==> config.mk <==
export PLATFORM = sky130hd
export DESIGN_NAME = indirect_window
export DESIGN_NICKNAME = d
export VERILOG_FILES = /design/src/rtl/iwin_pkg.sv /design/src/rtl/iwin_ctrl.sv /design/src/rtl/iwin_dpath.sv /design/src/rtl/indirect_window.sv
export SDC_FILE = /design/constraint.sdc
export NUM_CORES = 1
export LEC_CHECK = 0
export ABC_AREA = 1
export ABC_CLOCK_PERIOD_IN_PS = 1640
export BUFFER_PORTS_ARGS = -buffer_cell sky130_fd_sc_hd__buf_4
export CAP_MARGIN = 20
export CORE_MARGIN = 3
export CORE_UTILIZATION = 41
export CTS_CLUSTER_DIAMETER = 200
export DETAILED_ROUTE_END_ITERATION = 10
export PLACE_DENSITY = 0.68
export SETUP_SLACK_MARGIN = 0.1
export SYNTH_ARGS = -nofsm -noshare
export SYNTH_HDL_FRONTEND = slang
export SYNTH_SLANG_ARGS = --single-unit
==> constraint.sdc <==
create_clock -name clk -period 1.64 [get_ports clk]
set_clock_uncertainty 0.1 [all_clocks]
set_input_delay 0.082 -clock clk [delete_from_list [all_inputs] [get_ports clk]]
set_output_delay 0.082 -clock clk [all_outputs]
set_load 0.01 [all_outputs]
==> src/rtl/iwin_pkg.sv <==
package iwin_pkg;
  localparam int DATA_W   = 32;
  localparam int STEP     = DATA_W / 8;
  localparam int LEN_LSB  = 24;

  localparam logic [2:0] REG_MRA = 3'd0;
  localparam logic [2:0] REG_MWA = 3'd1;
  localparam logic [2:0] REG_MWD = 3'd2;
  localparam logic [2:0] REG_MRD = 3'd3;
  localparam logic [2:0] REG_PRA = 3'd4;
  localparam logic [2:0] REG_PWA = 3'd5;
  localparam logic [2:0] REG_PWD = 3'd6;
  localparam logic [2:0] REG_PRD = 3'd7;

  // Strobes from control to datapath.
  typedef struct packed {
    logic       ldMemRa;
    logic       ldMemWa;
    logic       ldPerRa;
    logic       ldPerWa;
    logic       memRead;
    logic       memWrite;
    logic       perRead;
    logic       perWrite;
    logic       respEn;
    logic [2:0] respSel;
  } winStrobe_t;

  function automatic logic [3:0] lenToBe(input logic [1:0] len);
    logic [3:0] be;
    for (int i = 0; i < 4; i++) be[i] = (i <= int'(len));
    return be;
  endfunction

  function automatic logic [DATA_W-1:0] lenToMask(input logic [1:0] len);
    logic [DATA_W-1:0] m;
    for (int i = 0; i < 4; i++) m[i*8 +: 8] = (i <= int'(len)) ? 8'hFF : 8'h00;
    return m;
  endfunction
endpackage

==> src/rtl/iwin_ctrl.sv <==
module iwin_ctrl
  import iwin_pkg::*;
(
  input  logic       clk,
  input  logic       rstN,
  input  logic       hostReq,
  input  logic       hostWe,
  input  logic [2:0] hostReg,
  output logic       hostAck,
  output winStrobe_t stb
);
  typedef enum logic {ST_IDLE, ST_RESP} state_e;
  state_e state;
  logic [2:0] regQ;

  always_ff @(posedge clk or negedge rstN) begin
    if (!rstN) begin
      state <= ST_IDLE;
      regQ  <= 3'd0;
    end else begin
      case (state)
        ST_IDLE: if (hostReq) begin
          state <= ST_RESP;
          regQ  <= hostReg;
        end
        default: state <= ST_IDLE;
      endcase
    end
  end

  always_comb begin
    stb     = '0;
    hostAck = 1'b0;
    if (state == ST_IDLE && hostReq) begin
      case (hostReg)
        REG_MRA: stb.ldMemRa  = hostWe;
        REG_MWA: stb.ldMemWa  = hostWe;
        REG_MWD: stb.memWrite = hostWe;
        REG_MRD: stb.memRead  = !hostWe;
        REG_PRA: stb.ldPerRa  = hostWe;
        REG_PWA: stb.ldPerWa  = hostWe;
        REG_PWD: stb.perWrite = hostWe;
        default: stb.perRead  = !hostWe;
      endcase
    end
    if (state == ST_RESP) begin
      stb.respEn  = 1'b1;
      stb.respSel = regQ;
      hostAck     = 1'b1;
    end
  end
endmodule

==> src/rtl/iwin_dpath.sv <==
module iwin_dpath
  import iwin_pkg::*;
#(
  parameter int MEM_AW    = 8,
  parameter int PER_OFF_W = 16
) (
  input  logic                 clk,
  input  logic                 rstN,
  input  winStrobe_t           stb,
  input  logic [DATA_W-1:0]    hostWdata,
  output logic [DATA_W-1:0]    hostRdata,
  output logic                 memEn,
  output logic                 memWe,
  output logic [MEM_AW-1:0]    memAddr,
  output logic [DATA_W-1:0]    memWdata,
  input  logic [DATA_W-1:0]    memRdata,
  output logic                 perEn,
  output logic                 perWe,
  output logic [PER_OFF_W-1:0] perOff,
  output logic [3:0]           perBe,
  output logic [DATA_W-1:0]    perWdata,
  input  logic [DATA_W-1:0]    perRdata,
  output logic [DATA_W-1:0]    memRdPtr,
  output logic [DATA_W-1:0]    memWrPtr
);
  localparam logic [DATA_W-1:0] OFF_KEEP  = DATA_W'((64'd1 << PER_OFF_W) - 64'd1);
  localparam logic [DATA_W-1:0] ADDR_KEEP = OFF_KEEP | (DATA_W'(3) << LEN_LSB);
  localparam logic [DATA_W-1:0] STEP_V    = DATA_W'(STEP);

  logic [DATA_W-1:0] perRdAddr, perWrAddr, perSel;

  always_ff @(posedge clk or negedge rstN) begin
    if (!rstN) begin
      memRdPtr  <= '0;
      memWrPtr  <= '0;
      perRdAddr <= '0;
      perWrAddr <= '0;
    end else begin
      if (stb.ldMemRa)      memRdPtr <= hostWdata;
      else if (stb.memRead) memRdPtr <= memRdPtr + STEP_V;
      if (stb.ldMemWa)       memWrPtr <= hostWdata;
      else if (stb.memWrite) memWrPtr <= memWrPtr + STEP_V;
      if (stb.ldPerRa) perRdAddr <= hostWdata & ADDR_KEEP;
      if (stb.ldPerWa) perWrAddr <= hostWdata & ADDR_KEEP;
    end
  end

  always_comb begin
    memEn    = stb.memRead | stb.memWrite;
    memWe    = stb.memWrite;
    memAddr  = stb.memWrite ? memWrPtr[MEM_AW+1:2] : memRdPtr[MEM_AW+1:2];
    memWdata = hostWdata;
    perEn    = stb.perRead | stb.perWrite;
    perWe    = stb.perWrite;
    perSel   = stb.perWrite ? perWrAddr : perRdAddr;
    perOff   = perSel[PER_OFF_W-1:0];
    perBe    = perEn ? lenToBe(perSel[LEN_LSB+1:LEN_LSB]) : 4'b0000;
    perWdata = hostWdata;
  end

  always_comb begin
    hostRdata = '0;
    if (stb.respEn) begin
      case (stb.respSel)
        REG_MRA: hostRdata = memRdPtr;
        REG_MWA: hostRdata = memWrPtr;
        REG_MRD: hostRdata = memRdata;
        REG_PRA: hostRdata = perRdAddr;
        REG_PWA: hostRdata = perWrAddr;
        REG_PRD: hostRdata = perRdata & lenToMask(perRdAddr[LEN_LSB+1:LEN_LSB]);
        default: hostRdata = '0;
      endcase
    end
  end
endmodule

==> src/rtl/indirect_window.sv <==
module indirect_window
  import iwin_pkg::*;
#(
  parameter int MEM_AW    = 8,
  parameter int PER_OFF_W = 16
) (
  input  logic                 clk,
  input  logic                 rstN,
  input  logic                 hostReq,
  input  logic                 hostWe,
  input  logic [2:0]           hostReg,
  input  logic [31:0]          hostWdata,
  output logic                 hostAck,
  output logic [31:0]          hostRdata,
  output logic                 memEn,
  output logic                 memWe,
  output logic [MEM_AW-1:0]    memAddr,
  output logic [31:0]          memWdata,
  input  logic [31:0]          memRdata,
  output logic                 perEn,
  output logic                 perWe,
  output logic [PER_OFF_W-1:0] perOff,
  output logic [3:0]           perBe,
  output logic [31:0]          perWdata,
  input  logic [31:0]          perRdata
);
  winStrobe_t  stb;
  logic [31:0] memRdPtr, memWrPtr;

  iwin_ctrl u_ctrl (
    .clk(clk), .rstN(rstN), .hostReq(hostReq), .hostWe(hostWe),
    .hostReg(hostReg), .hostAck(hostAck), .stb(stb)
  );

  iwin_dpath #(.MEM_AW(MEM_AW), .PER_OFF_W(PER_OFF_W)) u_dpath (
    .clk(clk), .rstN(rstN), .stb(stb), .hostWdata(hostWdata), .hostRdata(hostRdata),
    .memEn(memEn), .memWe(memWe), .memAddr(memAddr), .memWdata(memWdata),
    .memRdata(memRdata), .perEn(perEn), .perWe(perWe), .perOff(perOff),
    .perBe(perBe), .perWdata(perWdata), .perRdata(perRdata),
    .memRdPtr(memRdPtr), .memWrPtr(memWrPtr)
  );
endmodule

After elaboration in Yosys (flattened, before gate mapping)
Cells that the tools add are included.
- register bits after elaboration: 104
- input bits: 103
- word-level logic and storage cells: 62
- add/subtract/negate cells: 2
- $lt $le $gt $ge: 6
- equal/unequal tests: 11
- multiplexer cells: 25
- bitwise gates (word level): 4
- reductions and logical operators: 8
- operators with widths (cell ; number):
    case mux 32 bit (6 select lines) ; 1
    2-to-1 mux 32 bit ; 5
    adder 32 x 3 -> 32 bit, second input constant ; 2
    2-to-1 mux 8 bit ; 5
    bitwise AND 32 bit ; 1
    2-to-1 mux 26 bit ; 1
    == test 3 bit, second input constant ; 6
    2-to-1 mux 1 bit ; 11
    == test 3 x 2 -> 1 bit, second input constant ; 3
    less-or-equal comparator 2 bit, first input constant ; 4
    2-to-1 mux 4 bit ; 2
    OR reduction 7 bit ; 1
    == test 3 x 1 -> 1 bit, second input constant ; 2
    zero test 3 bit ; 2
    less-or-equal comparator 1 x 2 -> 1 bit, first input constant ; 2
    nonzero test 2 bit ; 2
    bitwise OR 1 bit ; 2
    AND reduction 2 bit ; 1
    logical AND 1 bit ; 1
    zero test 1 bit ; 1
    inverter 1 bit ; 1

Longest topological paths before layout
- depth in word-level cells: 7
- gate-level depth with buffers: 10

Hierarchy
Synthesis repeated with hierarchy kept, for this count alone.
- cell total of the unflattened synthesis: 1217
- area total of the unflattened synthesis: 7818.7 µm²
- modules (own cells, without submodules) (module ; times used ; cells an instance ; area each (µm²)):
    iwin_dpath ; 1 ; 1176 ; 7568.5
    iwin_ctrl ; 1 ; 41 ; 250.2

Worst setup path before layout
OpenSTA, ideal clock, no wires.
- kind: register to output
- start: register u_ctrl.state
- end: output perBe[3]
- arrival time: 1607 ps
- slack: -149 ps
- stages on the path, launching flop included: 8
- cells stage by stage: dfrtp_1 > inv_4 > nand2_8 > nor2_4 > inv_1 > a21oi_1 > inv_1 > nor3_1
- elaborated cells between the ends (all ways): 7
- classes of those cells: order compare (1); mux (3); bitwise (2); reduce/logical (1)
- RTL lines (item ; RTL line ; source):
    start, declared ; iwin_ctrl.sv:13 ; state_e state;
    start signal, assigned ; iwin_ctrl.sv:18 ; state <= ST_IDLE;
    start signal, assigned ; iwin_ctrl.sv:23 ; state <= ST_RESP;
    start signal, assigned ; iwin_ctrl.sv:26 ; default: state <= ST_IDLE;
    inverter 1 bit (no line) ; n/a ;
    logical AND 1 bit ; iwin_ctrl.sv:34 ; if (state == ST_IDLE && hostReq) begin
    2-to-1 mux 8 bit ; iwin_ctrl.sv:34 ;
    bitwise OR 1 bit ; iwin_dpath.sv:53 ; perEn = stb.perRead | stb.perWrite;
    named net perEn ; indirect_window.sv:20 ; output logic perEn,
    2-to-1 mux 4 bit ; iwin_dpath.sv:57 ; perBe = perEn ? lenToBe(perSel[LEN_LSB+1:LEN_LSB]) : 4'b0000;
    end, declared ; indirect_window.sv:23 ; output logic [3:0] perBe,
The timed path passes the listed nets, and every way through them passes these cells.

Final worst setup path
- start: register u_ctrl.state
- end: output hostRdata[9]
- longest elaborated chain between the ends: 4
- elaborated cells between the ends (all ways): 9
- classes of those cells: eq/ne (5); mux (3); reduce/logical (1)
- ends and longest elaborated chain (item ; RTL line ; source):
    2-to-1 mux 4 bit * ; iwin_ctrl.sv:46 ; if (state == ST_RESP) begin
    == test 3 bit (tied with other cells) ; iwin_dpath.sv:64 ; case (stb.respSel)
    case mux 32 bit (6 select lines) ; iwin_dpath.sv:64 ;
    2-to-1 mux 32 bit * ; iwin_dpath.sv:63 ; if (stb.respEn) begin
    end, declared ; indirect_window.sv:14 ; output logic [31:0] hostRdata,
Mark *: on every way between the ends. The rest lies on a longest branch, timed or not.

==> out/metrics.csv <==
stage,metric,value,unit
run_status,status,"complete, but fails checks",
run_status,failing checks,negative setup slack,
floorplanning,core area,0.0197,sq mm
synthesis,number of synthesis warnings,0,
sta,"Hold Violations, Final",0,
finish,nets@finish,1759,
finish,"leading cell type in the layout, fill and taps excluded",nand2_1,
sta,Setup Viol. Count Final,164,
drt,number of antenna-violating nets in the routed design,0,
global_routing,via count of the first global-routing pass,9222,
cts,CTS tree,done,
synthesis,"Net Count, Synth",1441,
cts,CTS buffer count,9,
sta,Worst-Margin Slew,675,ps
cts,worst skew pair latency,370,ps
floorplanning,io pins,232,
synthesis,post-synthesis register bit count,104,
cts,"Clk pin slew, worst setup/hold paths",80,ps
global_routing,grt ovf,0,
floorplanning,Die ar.,0.0221,sq mm
pwr,PwrDens,877,mW/mm^2
synthesis,register area share after synthesis,31.2,%
finish,layout cells sized above 1,32.5,%
sta,Worst slew margin,54.8,%
floorplanning,row count,51,
synthesis,largest cells by area after synthesis,"dfrtp_1 31%, nand2_1 22%, inv_1 7.1%",
worst_setup_path,critical path launch point type,flip-flop,
finish,most frequent cells in the layout,"440 x nand2_1, 300 x buf_4, 154 x inv_1, 118 x nor2_1, 101 x dfrtp_1",
placed_design,DP HPWL,24400,microns
placed_design,port bufs,231,
job,maxcap violations,0,
synthesis,distinct cell type count after synthesis,36,
drt,Via density,5.42,
floorplanning,initial core utilization,42.4,%
sta,max frequency,466,MHz
global_routing,first-pass GRT wire length,50900,microns
drt,final WL,37000,microns
pwr,total chip power,0.0112,W
synthesis,Post-Syn Area,0.00835,sq mm
global_routing,pin count of the biggest net entering global routing,52,
worst_setup_path,Crit. End Element,primary output,
global_routing,initial antenna violation count,0,
synthesis,Mean Syn Cell Area,6.25,sq um
drt,drt drc,0,
pwr,Leak,6.46,nW
worst_setup_path,crit-path max FO,12,
sta,final setup margin,-507,ps
pwr,Peak VDD IR,0.700,mV
cts,H-tree depth,3,
floorplanning,Die Span Y,149,microns
drt,via count,10400,
worst_setup_path,crit path DAT,1960,ps
sta,period utilization,131,%
cts,Max Buffers Root-to-Sink,2,
floorplanning,overall die width,149,microns
synthesis,Mapped Cells,1336,
sta,unrepaired setup endpoints after global routing,true,
worst_setup_path,critical path class,flip-flop to primary output,
drt,drt wl/cell,19.2,microns
finish,diode count,0,
sta,Final min period,2150,ps
sta,Final Max Slew Viols,0,
cts,CTS Root Cell,clkbuf_16,
global_routing,GRT Total Usage,29.2,%
cts,Sink Count,104,
placed_design,gpl congestion,0.977,
drt,DR pass1 iterations,7,
drt,initial DRC count,1389,
finish,Layout area overhead,53.0,%
synthesis,Yosys top cell by area,dfrtp_1,
worst_setup_path,WP data required,1460,ps
min_path,min-delay worst type,input port to flip-flop,
sta,WHS,12.0,ps
synthesis,Yosys top cell area share,31.2,%
Yosys cell counts:
library cell / instances
nor2_4: 5
inv_2: 9
nand3_1: 92
o21ai_0: 77
inv_1: 158
buf_4: 75
or2_2: 1
nor3_1: 1
nor2_2: 5
nand2_8: 1
and2_1: 6
nand3_2: 1
buf_2: 22
a31oi_1: 1
o21ai_1: 40
nor3_4: 1
nand3_4: 1
inv_4: 2
nor3_2: 2
buf_6: 6
dfrtp_1: 104
xor2_1: 15
o22ai_1: 29
nand2_2: 4
o221ai_1: 3
nand4_1: 8
nand3b_1: 2
xnor2_1: 2
nand2_1: 483
nand2_4: 5
o211ai_1: 12
nor2_1: 130
ha_1: 2
clkbuf_1: 6
a21oi_1: 23
nor2_8: 2
worst max-delay path, cell delays in order, from the launching register on:
cell and delay (ps):
dfrtp_2 430, buf_4 150, inv_6 40, buf_6 110, nor2_4 120, buf_12 160, nand3_1 110, o21ai_1 110
inv_1 80, a21oi_2 150, buf_4 130
metal layers:
layer  GRT usage (%)  up-vias  wire, microns
met5               0        -              0
met4            8.45        0           1270
met3            5.27      113           3790
met2            47.9      596          17100
met1            39.7     4952          14800
li1                -     4770              -
report_power, final:
part,internal (W),switching (W)
Sequential,0.00323,0.000744
Clock,0.00109,0.00117
Combinational,0.00217,0.00280
flip-flops by register name, indices dropped and copies added (netlist names):
register and flops:
u_dpath.perRdAddr 18, u_dpath.memWrPtr 32, u_ctrl.regQ 3, u_ctrl.state 1
u_dpath.memRdPtr 32, u_dpath.perWrAddr 18
layout make-up:
cell class              instances  area (sq um)
clock buffers                   9           225
fillers                      1685          6940
repair inverters                1          6.26
repair buffers                415          4040
well taps                     265           332
inverters                     169           672
clock inverters                 7          75.1
multi-input cells             954          4820
flip-flops and latches        104          2610
path summary, 6_finish.rpt:
check / startpoint / endpoint / slack, ps / depth (start not counted)
min in group asynchronous: rstN / u_dpath.perWrAddr[3] / 60 / 2
min: hostWdata[16] / u_dpath.memWrPtr[16] / 10 / 5
min reg2reg: u_dpath.memRdPtr[1] / u_dpath.memRdPtr[1] / 390 / 2
max reg2reg: u_ctrl.state / u_dpath.memWrPtr[12] / -360 / 12
max: u_ctrl.state / hostRdata[9] / -510 / 10
max in group asynchronous: rstN / u_dpath.memRdPtr[21] / 750 / 3
cell families after synthesis:
family / Yosys count / synth area share [%]
buffers and inverters: 278 / 16.8
AND/OR/NAND/NOR: 750 / 37.9
adder cells (fa/ha/maj): 2 / 0.300
AO/OA/AOI/OAI: 185 / 12.0
flip-flops: 104 / 31.2
XOR/XNOR: 17 / 1.78
through the flow:
stage	utilization [%]	cell area (sq um)	TNS (ps)	instances	setup WS [ps]
floorplan	-	8460	0	1336	57.2
finish	64.8	12800	-53010	1924	-507
detailed placement	54.5	10700	-1410	1823	-83.9
global route	64.8	12800	-62500	1924	-573
global placement	54.5	10700	-716	1823	-72.1
CTS	60.6	12000	-36970	1891	-452
what timing repair did:
action,4_1_cts,5_1_grt
hold endpoints to repair,173,0
gates cloned,6,22
buffers inserted,16,12
hold buffers,30,0
endpoints found under the setup margin,124,164
pin swaps,27,31
resized for setup,104,74
Power figures use the tool's default switching activity.
